==> src/rtl/irq_prio_pkg.sv <==
package irq_prio_pkg;

    localparam int IRQ_NUM_SRC = 15;
    localparam int IRQ_VEC_W   = IRQ_NUM_SRC + 1;
    localparam int IRQ_ID_W    = $clog2(IRQ_VEC_W);
    localparam int APB_ADDR_W  = 8;
    localparam int APB_DATA_W  = 32;

    localparam logic [APB_ADDR_W-1:0] OFS_LEVEL = 8'h00;
    localparam logic [APB_ADDR_W-1:0] OFS_PEND  = 8'h04;
    localparam logic [APB_ADDR_W-1:0] OFS_CLEAR = 8'h0C;
    localparam logic [APB_ADDR_W-1:0] OFS_MASK  = 8'h40;

    typedef logic [IRQ_VEC_W-1:0] irq_vec_t;
    typedef logic [IRQ_ID_W-1:0]  irq_id_t;

    // Software-originated changes to the pending bits
    typedef struct packed {
        irq_vec_t set;
        irq_vec_t clr;
    } pend_upd_t;

    // Result of one priority search
    typedef struct packed {
        logic    found;
        irq_id_t id;
    } pick_t;

    // Vector with bit 0 forced low (source 0 does not exist)
    localparam irq_vec_t SRC_BITS = ~irq_vec_t'(1);

    function automatic pick_t pick_highest(input irq_vec_t v);
        pick_t p;
        p.found = 1'b0;
        p.id    = '0;
        for (int i = 1; i < IRQ_VEC_W; i++) begin
            if (v[i]) begin
                p.found = 1'b1;
                p.id    = irq_id_t'(i);
            end
        end
        return p;
    endfunction

    function automatic irq_vec_t id_to_vec(input irq_id_t id);
        irq_vec_t v;
        v     = '0;
        v[id] = 1'b1;
        return v & SRC_BITS;
    endfunction

endpackage

==> src/rtl/irq_apb_regs.sv <==
module irq_apb_regs
    import irq_prio_pkg::*;
(
    input  logic                  clk,
    input  logic                  rst,
    input  logic                  psel,
    input  logic                  penable,
    input  logic                  pwrite,
    input  logic [APB_ADDR_W-1:0] paddr,
    input  logic [APB_DATA_W-1:0] pwdata,
    input  irq_vec_t              pend_q,
    output irq_vec_t              level_q,
    output irq_vec_t              mask_q,
    output pend_upd_t             sw_upd,
    output logic [APB_DATA_W-1:0] prdata
);

    logic     wr_en;
    irq_vec_t wr_bits;

    assign wr_en   = psel && penable && pwrite;
    assign wr_bits = pwdata[IRQ_VEC_W-1:0] & SRC_BITS;

    always_ff @(posedge clk) begin
        if (rst) begin
            level_q <= '0;
            mask_q  <= '0;
        end else if (wr_en) begin
            if (paddr == OFS_LEVEL) level_q <= wr_bits;
            if (paddr == OFS_MASK)  mask_q  <= wr_bits;
        end
    end

    always_comb begin
        sw_upd.set = '0;
        sw_upd.clr = '0;
        if (wr_en && paddr == OFS_PEND)  sw_upd.set = wr_bits;
        if (wr_en && paddr == OFS_CLEAR) sw_upd.clr = wr_bits;
    end

    always_comb begin
        prdata = '0;
        if (psel) begin
            case (paddr)
                OFS_LEVEL: prdata = APB_DATA_W'(level_q);
                OFS_PEND:  prdata = APB_DATA_W'(pend_q);
                OFS_MASK:  prdata = APB_DATA_W'(mask_q);
                default:   prdata = '0;
            endcase
        end
    end

endmodule

==> src/rtl/irq_pending_bank.sv <==
module irq_pending_bank
    import irq_prio_pkg::*;
(
    input  logic      clk,
    input  logic      rst,
    input  irq_vec_t  line_vec,
    input  pend_upd_t sw_upd,
    input  logic      ack_valid,
    input  irq_id_t   ack_id,
    output irq_vec_t  pend_q,
    output irq_vec_t  clr_vec
);

    irq_vec_t set_vec;
    irq_vec_t pend_d;

    assign clr_vec = sw_upd.clr | (ack_valid ? id_to_vec(ack_id) : '0);
    assign set_vec = (line_vec | sw_upd.set) & SRC_BITS;
    // A set in the same cycle wins over any clear
    assign pend_d  = ((pend_q & ~clr_vec) | set_vec) & SRC_BITS;

    always_ff @(posedge clk) begin
        if (rst) pend_q <= '0;
        else     pend_q <= pend_d;
    end

endmodule

==> src/rtl/irq_prio_select.sv <==
module irq_prio_select
    import irq_prio_pkg::*;
#(
    parameter int NUM_LEVELS = 2
)(
    input  irq_vec_t pend,
    input  irq_vec_t mask,
    input  irq_vec_t level,
    output pick_t    winner
);

    localparam int TOP_LVL = NUM_LEVELS - 1;

    irq_vec_t                  active;
    pick_t [NUM_LEVELS-1:0]    lvl_pick;

    assign active = pend & mask & SRC_BITS;

    // Level index 1 holds sources with their level bit set, index 0 the rest
    for (genvar g = 0; g < NUM_LEVELS; g++) begin : g_lvl
        irq_vec_t cand;
        assign cand        = (g == TOP_LVL) ? (active & level) : (active & ~level);
        assign lvl_pick[g] = pick_highest(cand);
    end

    assign winner = lvl_pick[TOP_LVL].found ? lvl_pick[TOP_LVL] : lvl_pick[0];

endmodule

==> src/rtl/irq_prio_ctrl.sv <==
module irq_prio_ctrl
    import irq_prio_pkg::*;
(
    input  logic                   clk,
    input  logic                   rst,
    input  logic                   psel,
    input  logic                   penable,
    input  logic                   pwrite,
    input  logic [APB_ADDR_W-1:0]  paddr,
    input  logic [APB_DATA_W-1:0]  pwdata,
    output logic [APB_DATA_W-1:0]  prdata,
    input  logic [IRQ_NUM_SRC:1]   irq_in,
    input  logic                   ack_valid,
    input  logic [IRQ_ID_W-1:0]    ack_id,
    output logic [IRQ_ID_W-1:0]    irq_req
);

    irq_vec_t  line_vec;
    irq_vec_t  pend_q;
    irq_vec_t  level_q;
    irq_vec_t  mask_q;
    irq_vec_t  clr_vec;
    pend_upd_t sw_upd;
    pick_t     winner;

    assign line_vec = {irq_in, 1'b0};

    irq_apb_regs u_regs (
        .clk     (clk),
        .rst     (rst),
        .psel    (psel),
        .penable (penable),
        .pwrite  (pwrite),
        .paddr   (paddr),
        .pwdata  (pwdata),
        .pend_q  (pend_q),
        .level_q (level_q),
        .mask_q  (mask_q),
        .sw_upd  (sw_upd),
        .prdata  (prdata)
    );

    irq_pending_bank u_pend (
        .clk       (clk),
        .rst       (rst),
        .line_vec  (line_vec),
        .sw_upd    (sw_upd),
        .ack_valid (ack_valid),
        .ack_id    (ack_id),
        .pend_q    (pend_q),
        .clr_vec   (clr_vec)
    );

    irq_prio_select #(.NUM_LEVELS(2)) u_sel (
        .pend   (pend_q),
        .mask   (mask_q),
        .level  (level_q),
        .winner (winner)
    );

    always_ff @(posedge clk) begin
        if (rst)               irq_req <= '0;
        else if (winner.found) irq_req <= winner.id;
        else                   irq_req <= '0;
    end

endmodule

==> config.mk <==
export PLATFORM = sky130hd
export DESIGN_NAME = irq_prio_ctrl
export DESIGN_NICKNAME = d
export VERILOG_FILES = /design/src/rtl/irq_prio_pkg.sv /design/src/rtl/irq_apb_regs.sv /design/src/rtl/irq_pending_bank.sv /design/src/rtl/irq_prio_select.sv /design/src/rtl/irq_prio_ctrl.sv
export SDC_FILE = /design/constraint.sdc
export NUM_CORES = 1
export LEC_CHECK = 0
export BUFFER_PORTS_ARGS = -buffer_cell sky130_fd_sc_hd__buf_2
export CAP_MARGIN = 20
export CORE_MARGIN = 5
export CORE_UTILIZATION = 39
export DETAILED_ROUTE_END_ITERATION = 8
export GPL_ROUTABILITY_DRIVEN = 0
export PLACE_DENSITY = 0.73
export RECOVER_POWER = 100
export SLEW_MARGIN = 20
export SYNTH_ARGS = -nofsm -noshare
export SYNTH_HDL_FRONTEND = slang
export SYNTH_HIERARCHICAL = 1
export SYNTH_SLANG_ARGS = --single-unit
export TNS_END_PERCENT = 30
==> constraint.sdc <==
create_clock -name clk -period 1.9 [get_ports clk]
set_input_delay 0.095 -clock clk [delete_from_list [all_inputs] [get_ports clk]]
set_output_delay 0.095 -clock clk [all_outputs]
set_load 0.01 [all_outputs]
# ---- Word level (Yosys, flattened, before mapping)
# Index checks and enable logic that the tools add are counted.
dict set report totals {
  wordCells 67
  register_bits 50
  in_bits 65
  out_inout_bits 36
}
dict set report classes {
  mux 38
  order_cmp 2
  eq_ne 3
  n_bitwise 10
  n_reduce_logical 9
}
# cell count
set op_table {}
lappend op_table {{two-way mux 5 bit} 31}
lappend op_table {{bitwise AND 16 bit} 4}
lappend op_table {{two-way mux 16 bit} 3}
lappend op_table {{bitwise OR 16 bit} 3}
lappend op_table {{case mux 16 bit (3 select lines)} 1}
lappend op_table {{two-way mux 32 bit} 1}
lappend op_table {{inverter 16 bit} 2}
lappend op_table {{== test 8 x 3 -> 1 bit, second input constant} 1}
lappend op_table {{== test 8 x 4 -> 1 bit, second input constant} 1}
lappend op_table {{== test 8 x 7 -> 1 bit, second input constant} 1}
lappend op_table {{zero test 8 bit} 1}
lappend op_table {{logical AND 1 bit} 5}
lappend op_table {{less-than comparator 4 x 5 -> 1 bit, second input constant} 1}
lappend op_table {{demux 1 bit (select 4 bit)} 1}
lappend op_table {{greater-or-equal comparator 4 x 1 -> 1 bit, second input constant} 1}
lappend op_table {{AND reduction 2 bit} 2}
lappend op_table {{OR reduction 2 bit} 1}
lappend op_table {{two-way mux 1 bit} 1}
lappend op_table {{inverter 1 bit} 1}

# ---- Longest topological paths before layout
dict set report logic_depth {
  ltp_word 20
  mapped_depth 8
  ltp_nobuf 7
}

# ---- Hierarchy
# The synthesis kept the hierarchy.
# module instances cells_per_inst seq_area_each_um2 area_each_um2
set modules_own_cells {}
lappend modules_own_cells {irq_apb_regs 1 248 600.6 2139.6}
lappend modules_own_cells {irq_pending_bank 1 102 300.3 800.8}
lappend modules_own_cells {irq_prio_select 1 96 0.0 559.3}
lappend modules_own_cells {irq_prio_ctrl 1 9 80.1 118.9}

# ---- Worst setup path after synthesis
# No wires, ideal clock.
dict set report synth_path {
  path_kind {input-to-reg}
  start {input port paddr[6]}
  end {register u_pend.pend_q[10]}
  path_buffers 2
  slack_ps 361
  required_time_ps 1768
  setup_ps 132
  t_arrival_ps 1407
  path_stages 8
  path_cell_list {buf_6 > or4b_4 > nor4_4 > buf_6 > and2_1 > nor2b_1 > o21ai_0 > a21oi_1}
}
# item line_no
set synth_lines {}
lappend synth_lines {{start, declared} irq_prio_ctrl.sv:9} ;# input logic [APB_ADDR_W-1:0] paddr,
lappend synth_lines {{end signal, assigned} irq_pending_bank.sv:24} ;# else pend_q <= pend_d;
lappend synth_lines {{end, declared} irq_pending_bank.sv:10} ;# output irq_vec_t pend_q,

==> flow_summary.toml <==
[clock_tree]
clkSinkCount = 49
postCtsSetupBuffers = 0
clockRootBuffer = "clkbuf_8"
cts-hold-fix-buffers = 0
worst_skew_late_latency_ns = 0.31
htree_levels = 2
clkSlewWorstSetupHoldPaths_ns = 0.10
clock_path_buffers = 2
cts.repair.resized = 0
tritoncts_clock_tree = "yes"
number_of_buffers_created_by_cts = 5

[setup_path]
cpMaxStageDelayCell = "dfxtp_1"
setup.worst_path.class = "flop to flop"
timing.rr.end = "irq_req[2]"
critical_path.max_fanout = 6
timing.critical_path.max_delay_family = "simple AND/OR/NAND/NOR gates"
r2r_slack_ns = 0.18
path_buf_inv = 0
type_of_element_launching_the_critical_path = "flop"
regToRegStartpoint = "u_pend/pend_q[2]"
cp_data_arrival_time_ns = 1.93
worst_path_cell_trace = "and3_4 -> nor3_4 -> nand3_2 -> nor4_4 -> nand4_1 -> and3b_1"
rr_worst_depth = 6
critical_path.max_stage_delay_ns = 0.39
worstSetupEndpointType = "flop"
required_ns = 2.11

[run_status]
result_of_the_run = "complete, no violations"

[sta]
fmax_mhz = 580
clock-skew-final_ns = 0.00630
finalSetupTns_ns = 0
hold-worst-slack_ns = 0.0195
max_slew.worst_pin.slew_ns = 1.19
finalSetupViolCount = 0
fin_crit_ns = 1.72
final_hold_violating_endpoints = 0
grt_setup_unrepaired = "no"
slew_viols_final = 0
slew-limit-headroom_pct = 20.6
min_period_over_period_pct = 90.7

[pwr]
power_switching_share_pct = 27.4
max-vdd-ir-drop_mv = 0.357
p_int_w = 0.00146
fin_total_pwr_w = 0.00201
power.switching_w = 0.000550
share_comb_of_total_power_pct = 11.7
seq_power_share_pct = 53.9
cellPowerDensity_nw_per_um2 = 516
p_clk_share_pct = 34.4
power.leakage_nw = 1.67

[floorplanning]
start_util_pct = 39.9
coreArea_um2 = 8680
dieArea_um2 = 10900
floorplan.die.width_um = 104
fp-row-count = 34
ios = 101
floorplan.die.height_um = 104

[global_route]
grt_pass1_wl_um = 14700
vias_in_the_first_global_route = 3110
grt_start_max_net_pins = 57
gr_overflow_total = 0
grt_total_usage_pct = 16.1
antenna_found_initial = 0

[placed_design]
post-dp-hpwl_um = 6910
io_buffers = 66
placed_cells_incl_taps = 600

[flow_run]
timing.max_cap.violations = 0

[route]
drt_pass1_iterations = 5
route.antenna.remaining_nets = 0
routed_wire_length_per_instance_um = 14.9
vias = 3213
via_to_cell_ratio = 5.28
post-route-drc-count = 0
drt-initial-drc-count = 249
finalWirelength_um = 9070

[logic_synthesis]
synth.avg_cell_area_um2 = 7.98
synth_cells = 434
syn_area_um2 = 3460
synth-warning-count = 6

[finish]
nets = 564
filler_cell_count = 897
antenna-diode-count = 0
synthToLayoutAreaGrowth_pct = 12.2
finish.cell_count_without_fillers = 608
layout_common_cells = "dfxtp_1 (49), nand2b_1 (49), buf_2 (47)"
layout_cell_share_with_drive_strength_beyond_1_pct = 18.8

[worst_hold_path]
hold_end = "u_pend/pend_q[7]"
number_of_instances_on_the_worst_hold_path = 3
holdCritStartpoint = "irq_in[7]"
hp-class = "primary input to flop"
==> registers in the layout, summed over array words and instances (netlist names) <==
register        flops
irq_req             4
u_regs/mask_q      15
u_pend/pend_q      15
u_regs/level_q     15
==> worst min-delay path: stages <==
cell and delay (ns):
buf_2 0.07, nor2_1 0.03, a21oi_1 0.10
==> metal layers <==
metal  GRT usage, %  part of all wire, %  vias up
li1               -                    -     1580
met3           2.17                  5.2       15
met1           20.9                   44     1501
met4           4.63                  1.9        0
met5              0                    0        -
met2           27.6                   49      117
==> layout make-up <==
cell class	instances	area [µm²]	area share, %
Inverter	2	7.51	0.193
Timing Repair Buffer	76	369	9.49
Clock inverter	2	17.5	0.450
Clock buffer	6	82.6	2.12
Sequential cell	49	981	25.2
Tap cell	108	135	3.47
Multi-Input combinational cell	365	2300	59.0
==> worst max path at each step <==
stage / start / end / slack [ns] / cells after the start
after global placement: paddr[1] / u_pend/pend_q[11] / 0.28 / 8
final: u_pend/pend_q[2] / irq_req[2] / 0.18 / 6
after global routing: paddr[1] / u_pend/pend_q[15] / 0.05 / 8
after detailed placement: u_pend/pend_q[2] / irq_req[0] / 0.23 / 6
after CTS: u_pend/pend_q[2] / irq_req[2] / 0.21 / 6
after floorplan: paddr[6] / u_pend/pend_q[8] / 0.38 / 8
==> per-stage QoR <==
step	utilization [%]	worst slack (ns)	cell area [µm²]
5_1_grt	44.8	0.0453	3890
6_report	44.8	0.176	3890
4_1_cts	45.3	0.209	3940
3_5_place_dp	44.2	0.231	3830
2_1_floorplan	-	0.379	3520
3_3_place_gp	44.2	0.284	3830
==> power groups by stage <==
stage	clock, W	combinational, W	sequential (W)
6_report	0.000690	0.000235	0.00108
3_3_place_gp	0	0.000230	0.00110
2_1_floorplan	0	0.000164	0.00109
3_5_place_dp	0	0.000236	0.00110
4_1_cts	0.000704	0.000237	0.00108
5_1_grt	0.000746	0.000262	0.00108
Power figures use the tool's default switching activity.
